**src/rtl/pwrctl_pkg.sv**
```systemverilog
package pwrctl_pkg;
  typedef enum logic [1:0] {
    SZ_BYTE  = 2'd0,
    SZ_WORD  = 2'd1,
    SZ_DWORD = 2'd2
  } acc_size_e;

  typedef struct packed {
    logic ctl;
    logic cmd;
    logic rst;
  } reg_sel_t;

  localparam int unsigned CTL_W        = 16;
  localparam int unsigned BYTE_W       = 8;
  localparam int unsigned SLP_TYP_LO   = 10;
  localparam int unsigned SLP_TYP_HI   = 12;
  localparam int unsigned SLP_GO_BIT   = 13;
  localparam int unsigned RST_GO_BIT   = 2;
  localparam logic [2:0]  SOFTOFF_TYPE = 3'd5;
  localparam logic [CTL_W-1:0] CTL_STORE_MASK = 16'h1FFC;
endpackage

```
**src/rtl/pwrctl_decode.sv**
```systemverilog
module pwrctl_decode
  import pwrctl_pkg::*;
#(
  parameter int unsigned   AW       = 16,
  parameter logic [AW-1:0] CTL_ADDR = 16'h0404,
  parameter logic [AW-1:0] CMD_ADDR = 16'h00B2,
  parameter logic [AW-1:0] RST_ADDR = 16'h0CF9
) (
  input  logic [AW-1:0] addr,
  input  logic [1:0]    size,
  output reg_sel_t      sel,
  output logic          hit
);
  always_comb begin
    sel     = '0;
    sel.ctl = (addr == CTL_ADDR) && (size == SZ_WORD);
    sel.cmd = (addr == CMD_ADDR) && (size == SZ_BYTE);
    sel.rst = (addr == RST_ADDR) && (size == SZ_BYTE);
    hit     = |sel;
  end

  always_comb begin
    AST_SEL_ONEHOT: assert ($onehot0({sel.ctl, sel.cmd, sel.rst}));
  end
endmodule

```
**src/rtl/pwrctl_cmd.sv**
```systemverilog
module pwrctl_cmd
  import pwrctl_pkg::*;
#(
  parameter logic [BYTE_W-1:0] ENABLE_CODE  = 8'hA0,
  parameter logic [BYTE_W-1:0] DISABLE_CODE = 8'hA1
) (
  input  logic              clk,
  input  logic              rst_n,
  input  logic              wr_en,
  input  logic [BYTE_W-1:0] wdata,
  output logic              mode_set,
  output logic              mode_clr,
  output logic              armed
);
  logic armed_d;
  logic armed_ce;

  always_comb begin
    mode_set = wr_en && (wdata == ENABLE_CODE);
    mode_clr = wr_en && (wdata == DISABLE_CODE);
    armed_ce = mode_set || mode_clr;
    armed_d  = mode_set;
  end

  always_ff @(posedge clk or negedge rst_n) begin
    if (!rst_n) begin
      armed <= 1'b0;
    end else if (armed_ce) begin
      armed <= armed_d;
    end
  end

  AST_CMD_OTHER_IGNORED: assert property (@(posedge clk) disable iff (!rst_n)
    (wr_en && wdata != ENABLE_CODE && wdata != DISABLE_CODE) |=> $stable(armed));
endmodule

```
**src/rtl/pwrctl_ctl_reg.sv**
```systemverilog
module pwrctl_ctl_reg
  import pwrctl_pkg::*;
(
  input  logic             clk,
  input  logic             rst_n,
  input  logic             wr_en,
  input  logic [CTL_W-1:0] wdata,
  input  logic             mode_set,
  input  logic             mode_clr,
  output logic [CTL_W-1:0] ctl_q,
  output logic             softoff_req
);
  logic [CTL_W-1:0] ctl_d;
  logic             ctl_ce;
  logic             softoff_d;

  always_comb begin
    ctl_ce = wr_en || mode_set || mode_clr;
    ctl_d  = ctl_q;
    if (wr_en) begin
      ctl_d = (wdata & CTL_STORE_MASK) | (ctl_q & ~CTL_STORE_MASK & 16'h0001);
    end
    if (mode_set) begin
      ctl_d[0] = 1'b1;
    end else if (mode_clr) begin
      ctl_d[0] = 1'b0;
    end
    softoff_d = wr_en && wdata[SLP_GO_BIT] &&
                (wdata[SLP_TYP_HI:SLP_TYP_LO] == SOFTOFF_TYPE);
  end

  always_ff @(posedge clk or negedge rst_n) begin
    if (!rst_n) begin
      ctl_q       <= '0;
      softoff_req <= 1'b0;
    end else begin
      softoff_req <= softoff_d;
      if (ctl_ce) begin
        ctl_q <= ctl_d;
      end
    end
  end

  AST_MODE_HELD: assert property (@(posedge clk) disable iff (!rst_n)
    (!mode_set && !mode_clr) |=> $stable(ctl_q[0]));
  AST_CTL_STORE: assert property (@(posedge clk) disable iff (!rst_n)
    wr_en |=> (ctl_q[SLP_TYP_HI:2] == $past(wdata[SLP_TYP_HI:2])));
  AST_SOFTOFF_CAUSE: assert property (@(posedge clk) disable iff (!rst_n)
    softoff_req |-> $past(wr_en && wdata[SLP_GO_BIT] &&
                          wdata[SLP_TYP_HI:SLP_TYP_LO] == SOFTOFF_TYPE));
endmodule

```
**src/rtl/pwrctl_rst_reg.sv**
```systemverilog
module pwrctl_rst_reg
  import pwrctl_pkg::*;
(
  input  logic              clk,
  input  logic              rst_n,
  input  logic              wr_en,
  input  logic [BYTE_W-1:0] wdata,
  output logic [BYTE_W-1:0] rst_q,
  output logic              sysreset_req
);
  logic [BYTE_W-1:0] rst_d;
  logic              req_d;

  always_comb begin
    rst_d = wr_en ? wdata : rst_q;
    req_d = wr_en && wdata[RST_GO_BIT];
  end

  always_ff @(posedge clk or negedge rst_n) begin
    if (!rst_n) begin
      rst_q        <= '0;
      sysreset_req <= 1'b0;
    end else begin
      sysreset_req <= req_d;
      if (wr_en) begin
        rst_q <= rst_d;
      end
    end
  end

  AST_RST_CAUSE: assert property (@(posedge clk) disable iff (!rst_n)
    sysreset_req |-> $past(wr_en && wdata[RST_GO_BIT]));
  AST_RST_READBACK: assert property (@(posedge clk) disable iff (!rst_n)
    wr_en |=> (rst_q == $past(wdata)));
endmodule

```
**src/rtl/pwrctl_top.sv**
```systemverilog
module pwrctl_top
  import pwrctl_pkg::*;
#(
  parameter int unsigned       AW           = 16,
  parameter logic [AW-1:0]     CTL_ADDR     = 16'h0404,
  parameter logic [AW-1:0]     CMD_ADDR     = 16'h00B2,
  parameter logic [AW-1:0]     RST_ADDR     = 16'h0CF9,
  parameter logic [BYTE_W-1:0] ENABLE_CODE  = 8'hA0,
  parameter logic [BYTE_W-1:0] DISABLE_CODE = 8'hA1,
  parameter int unsigned       SYNC_STAGES  = 2
) (
  input  logic          clk,
  input  logic          rst_n,
  input  logic [AW-1:0] bus_addr,
  input  logic [1:0]    bus_size,
  input  logic          bus_wr,
  input  logic          bus_rd,
  input  logic [15:0]   bus_wdata,
  output logic [15:0]   bus_rdata,
  output logic          bus_hit,
  output logic          acpi_mode,
  output logic          pwrbtn_armed,
  output logic          softoff_req,
  output logic          sysreset_req
);
  localparam int unsigned PAD_W = CTL_W - BYTE_W;

  logic [SYNC_STAGES-1:0] rst_sync;
  logic                   rst_core_n;
  reg_sel_t               sel;
  logic                   mode_set;
  logic                   mode_clr;
  logic [CTL_W-1:0]       ctl_q;
  logic [BYTE_W-1:0]      rst_q;

  always_ff @(posedge clk or negedge rst_n) begin
    if (!rst_n) begin
      rst_sync <= '0;
    end else begin
      rst_sync <= {rst_sync[SYNC_STAGES-2:0], 1'b1};
    end
  end
  assign rst_core_n = rst_sync[SYNC_STAGES-1];

  pwrctl_decode #(
    .AW(AW), .CTL_ADDR(CTL_ADDR), .CMD_ADDR(CMD_ADDR), .RST_ADDR(RST_ADDR)
  ) u_decode (
    .addr(bus_addr), .size(bus_size), .sel(sel), .hit(bus_hit)
  );

  pwrctl_cmd #(
    .ENABLE_CODE(ENABLE_CODE), .DISABLE_CODE(DISABLE_CODE)
  ) u_cmd (
    .clk(clk), .rst_n(rst_core_n), .wr_en(bus_wr && sel.cmd),
    .wdata(bus_wdata[BYTE_W-1:0]), .mode_set(mode_set),
    .mode_clr(mode_clr), .armed(pwrbtn_armed)
  );

  pwrctl_ctl_reg u_ctl (
    .clk(clk), .rst_n(rst_core_n), .wr_en(bus_wr && sel.ctl),
    .wdata(bus_wdata), .mode_set(mode_set), .mode_clr(mode_clr),
    .ctl_q(ctl_q), .softoff_req(softoff_req)
  );

  pwrctl_rst_reg u_rst (
    .clk(clk), .rst_n(rst_core_n), .wr_en(bus_wr && sel.rst),
    .wdata(bus_wdata[BYTE_W-1:0]), .rst_q(rst_q),
    .sysreset_req(sysreset_req)
  );

  always_comb begin
    bus_rdata = '0;
    if (bus_rd) begin
      if (sel.ctl) begin
        bus_rdata = ctl_q;
      end else if (sel.rst) begin
        bus_rdata = {{PAD_W{1'b0}}, rst_q};
      end
    end
  end

  assign acpi_mode = ctl_q[0];

  AST_ARM_TRACKS_MODE: assert property (@(posedge clk) disable iff (!rst_core_n)
    pwrbtn_armed == acpi_mode);
endmodule

```
**config.mk**
```make
export PLATFORM = sky130hd
export DESIGN_NAME = pwrctl_top
export DESIGN_NICKNAME = d
export VERILOG_FILES = /design/src/rtl/pwrctl_pkg.sv /design/src/rtl/pwrctl_decode.sv /design/src/rtl/pwrctl_cmd.sv /design/src/rtl/pwrctl_ctl_reg.sv /design/src/rtl/pwrctl_rst_reg.sv /design/src/rtl/pwrctl_top.sv
export SDC_FILE = /design/constraint.sdc
export NUM_CORES = 1
export LEC_CHECK = 0
export BUFFER_PORTS_ARGS = -buffer_cell sky130_fd_sc_hd__buf_4
export CAP_MARGIN = 20
export CELL_PAD_IN_SITES_DETAIL_PLACEMENT = 0
export CELL_PAD_IN_SITES_GLOBAL_PLACEMENT = 2
export CORE_ASPECT_RATIO = 0.7
export CORE_MARGIN = 5
export CORE_UTILIZATION = 25
export DETAILED_ROUTE_END_ITERATION = 10
export GPL_TIMING_DRIVEN = 1
export PLACE_DENSITY = 0.85
export SLEW_MARGIN = 10
export SYNTH_ARGS = -nofsm -noshare
export SYNTH_HDL_FRONTEND = slang
export SYNTH_SLANG_ARGS = --single-unit
```
**constraint.sdc**
```tcl
create_clock -name clk -period 1.1 [get_ports clk]
set_clock_uncertainty 0.2 [all_clocks]
set_input_delay 0 -clock clk [delete_from_list [all_inputs] [get_ports clk]]
set_output_delay 0 -clock clk [all_outputs]
set_load 0.005 [all_outputs]
```
==> flow_summary.ini <==
[routing]
drt-initial-drc-count = 38
postRouteAntennaNets = 0
vias = 1146
drc_errors = 0
drtPass1Iterations = 4
routed_wl_um = 3640
wl_per_cell_um = 13.8
drt-vias-per-instance = 4.32

[grt]
first_global_vias = 1258
antenna_found_initial = 0
grt_usage_pct = 11.5
grt_max_degree = 24
grt_overflow = 0
grt_pass1_wl_um = 5980

[synth]
syn_inst = 99
synth_top_family_by_area = simple AND/OR/NAND/NOR gates
synthDistinctLibCells = 29
synth_xor_area_share_pct = 0
synth.avg_cell_area_um2 = 12.7
muxShareOfSynthArea_pct = 18.7
ys_ff_latch = 25
synth_compound_area_share_pct = 5.89
synthesis.area_um2 = 1250
synth_fa_ha_area_share_pct = 0
yosys_warnings = 0
synthSimpleGateAreaFrac_pct = 21.0
yosysSeqAreaShare_pct = 49.9

[die]
rows = 21
die-area_um2 = 6550
pin_count = 59
core_area_um2 = 4810
die_h_um = 69.3
start_util_pct = 26.1
die_w_um = 94.6

[timing]
fin_hold_ws_ns = -0.0373
fin_crit_ns = 1.44
period_share_pct = 131
fmax_mhz = 695
slew_violations = 0
layout_setup_ws_ns = -0.340
rsz0062_at_grt = true
hold_viol_final = 3
setup_violations = 36

[critical_path]
crit_top_cell = buf_4
worst_path_max_delay_cell = nor4_4
cp_slowest_stage_delay_ns = 0.27
critical_path.startpoint = bus_addr[6]
critPathCaptureType = primary output
worst_setup_path_start_kind = input port
path_cells = buf_6 -> nor4_4 -> buf_4 -> nand4_1 -> nor2_2 -> buf_12 -> a22o_1 -> buf_4
critical-path-top-delay-family = simple AND/OR/NAND/NOR gates
path_class = in2out
timing.rr.start = u_rst.rst_q[3]$_DFFE_PN0P_
crit_arrival_ns = 1.24
path_buf_inv = 4
crit_fanout = 12
required_ns = 0.90

[clock_network]
path_clk_slew_ns = 0.09
cts-root-buf = clkbuf_8
clk_path_buf_depth = 2
cts_buffers = 3
postCtsHoldBufs = 16
cts_tree = done
cts_sinks = 25
clk_latency_ns = 0.26
htree_num_levels = 1

[placement]
portBuffers = 53
gp_congestion = 0.745
placed_cell_area_um2 = 1860
dp_hpwl_um = 2560

[finish]
diodes = 0
final_nets = 235
design_area_um2 = 2310
final_common_cell = buf_4
drive_above_1_share_pct = 61.2
n_fill_cell = 434
final_cell_mix = 59 x buf_4, 25 x dfrtp_1, 19 x buf_6
area_growth_pct = 84.3

[power]
p_sw_w = 0.000381
p_total_w = 0.00173
pwr-share-comb_pct = 15.4
pwr-share-clk_pct = 31.2
p_seq_share_pct = 53.3
ir_drop_uv = 411
power_per_cell_area_nw_per_um2 = 749
p_int_w = 0.00135
sw_frac_of_total_pct = 22.0
p_leak_nw = 1.12

[job]
maxCapViolations = 0

[outcome]
status = complete, but fails checks
violations = negative hold slack, negative setup slack

[hold_path]
hp-class = in2reg
worstHoldStart = bus_wdata[1]
tightest hold or removal path, delay by kind of cell:
family / cells / cell delay (ns)
buf+inv: 1 / 0.08
mux: 1 / 0.10
simple gates: 3 / 0.19
kinds of logic (layout without fill, tap and decap cells):
kind of cell / after synthesis / in the layout
and+or+nand+nor: 34 / 35
DFF: 25 / 25
muxes: 21 / 21
AOI/OAI and AO/OA: 9 / 9
buffers and inverters: 8 / 102
other: 2 / 4
cells in the mapped netlist, drive strengths merged:
| library cell | number | area, um^2 |
|---|---|---|
| nor4 | 4 | 61.3 |
| nand2b | 1 | 6.26 |
| and2 | 7 | 45.1 |
| a21oi | 1 | 5.00 |
| and4b | 3 | 30.0 |
| a21o | 1 | 7.51 |
| a22o | 7 | 61.3 |
| nor2 | 3 | 18.8 |
| nor3 | 5 | 35.0 |
| inv | 3 | 11.3 |
| mux2 | 19 | 214 |
| dfrtp | 25 | 626 |
| mux2i | 2 | 20.0 |
| nand3b | 1 | 7.51 |
| conb | 2 | 7.51 |
| nand3 | 3 | 15.0 |
| nand4b | 1 | 8.76 |
| nor4b | 1 | 8.76 |
| nand2 | 3 | 13.8 |
| nand4 | 2 | 12.5 |
| buf | 5 | 38.8 |
power groups by stage:
stage,clock network (W),registers (W),logic (W)
after global placement,0,0.000941,0.000186
final,0.000541,0.000923,0.000267
after CTS,0.000557,0.000923,0.000258
after floorplan,0,0.000953,0.0000333
after global routing,0.000608,0.000923,0.000290
after detailed placement,0,0.000941,0.000191
final timing paths:
path	end	slack (ns)	cells after the start
max in group asynchronous	rst_sync[0]$_DFF_PN0_	0.20	3
worst min-delay path	u_ctl.ctl_q[0]$_DFFE_PN0P_	-0.04	5
worst max-delay path	bus_rdata[4]	-0.34	8
worst max register to register	u_rst.rst_q[3]$_DFFE_PN0P_	0.12	1
min in group asynchronous	u_ctl.ctl_q[4]$_DFFE_PN0P_	0.02	1
worst min register to register	u_ctl.ctl_q[4]$_DFFE_PN0P_	0.02	1
sequential cells by signal, summed over array words and instances, names as in the netlist:
name	flops
rst_sync	2
u_rst.sysreset_req	1
u_ctl.softoff_req	1
u_cmd.armed	1
u_ctl.ctl_q	12
u_rst.rst_q	8
area by class of cell:
class                   instances  area, um^2  share of cell area [%]
repair buffers                 95         837                    36.2
well taps                      69        86.3                    3.74
multi-input cells              69         706                    30.5
clock buffers                   4        45.0                    1.95
inverters                       3        11.3                   0.487
flip-flops and latches         25         626                    27.1
timing repair:
action	in CTS	in global routing
cloned	2	0
endpoints found under the hold margin	25	3
pin swaps	16	11
setup buffers	5	5
setup endpoints to repair	36	37
gates resized for setup	36	8
metrics by stage:
stage	setup TNS (ns)	setup WS [ns]	utilization [%]	cells
3_3_place_gp	-16.91	-0.558	38.7	235
5_1_grt	-11.75	-0.422	48.1	265
3_5_place_dp	-17.62	-0.609	38.7	235
2_1_floorplan	-7.40	-0.345	-	101
6_report	-9.53	-0.340	48.1	265
4_1_cts	-9.76	-0.365	47.0	262
layer usage:
layer	global-route usage [%]	vias up	wire length, um
met5	0	-	0
met4	2.40	0	41
met3	3.90	4	202
met2	20.2	25	1900
met1	13.3	563	1500
li1	-	554	-
(Power assumes the default switching activity.)
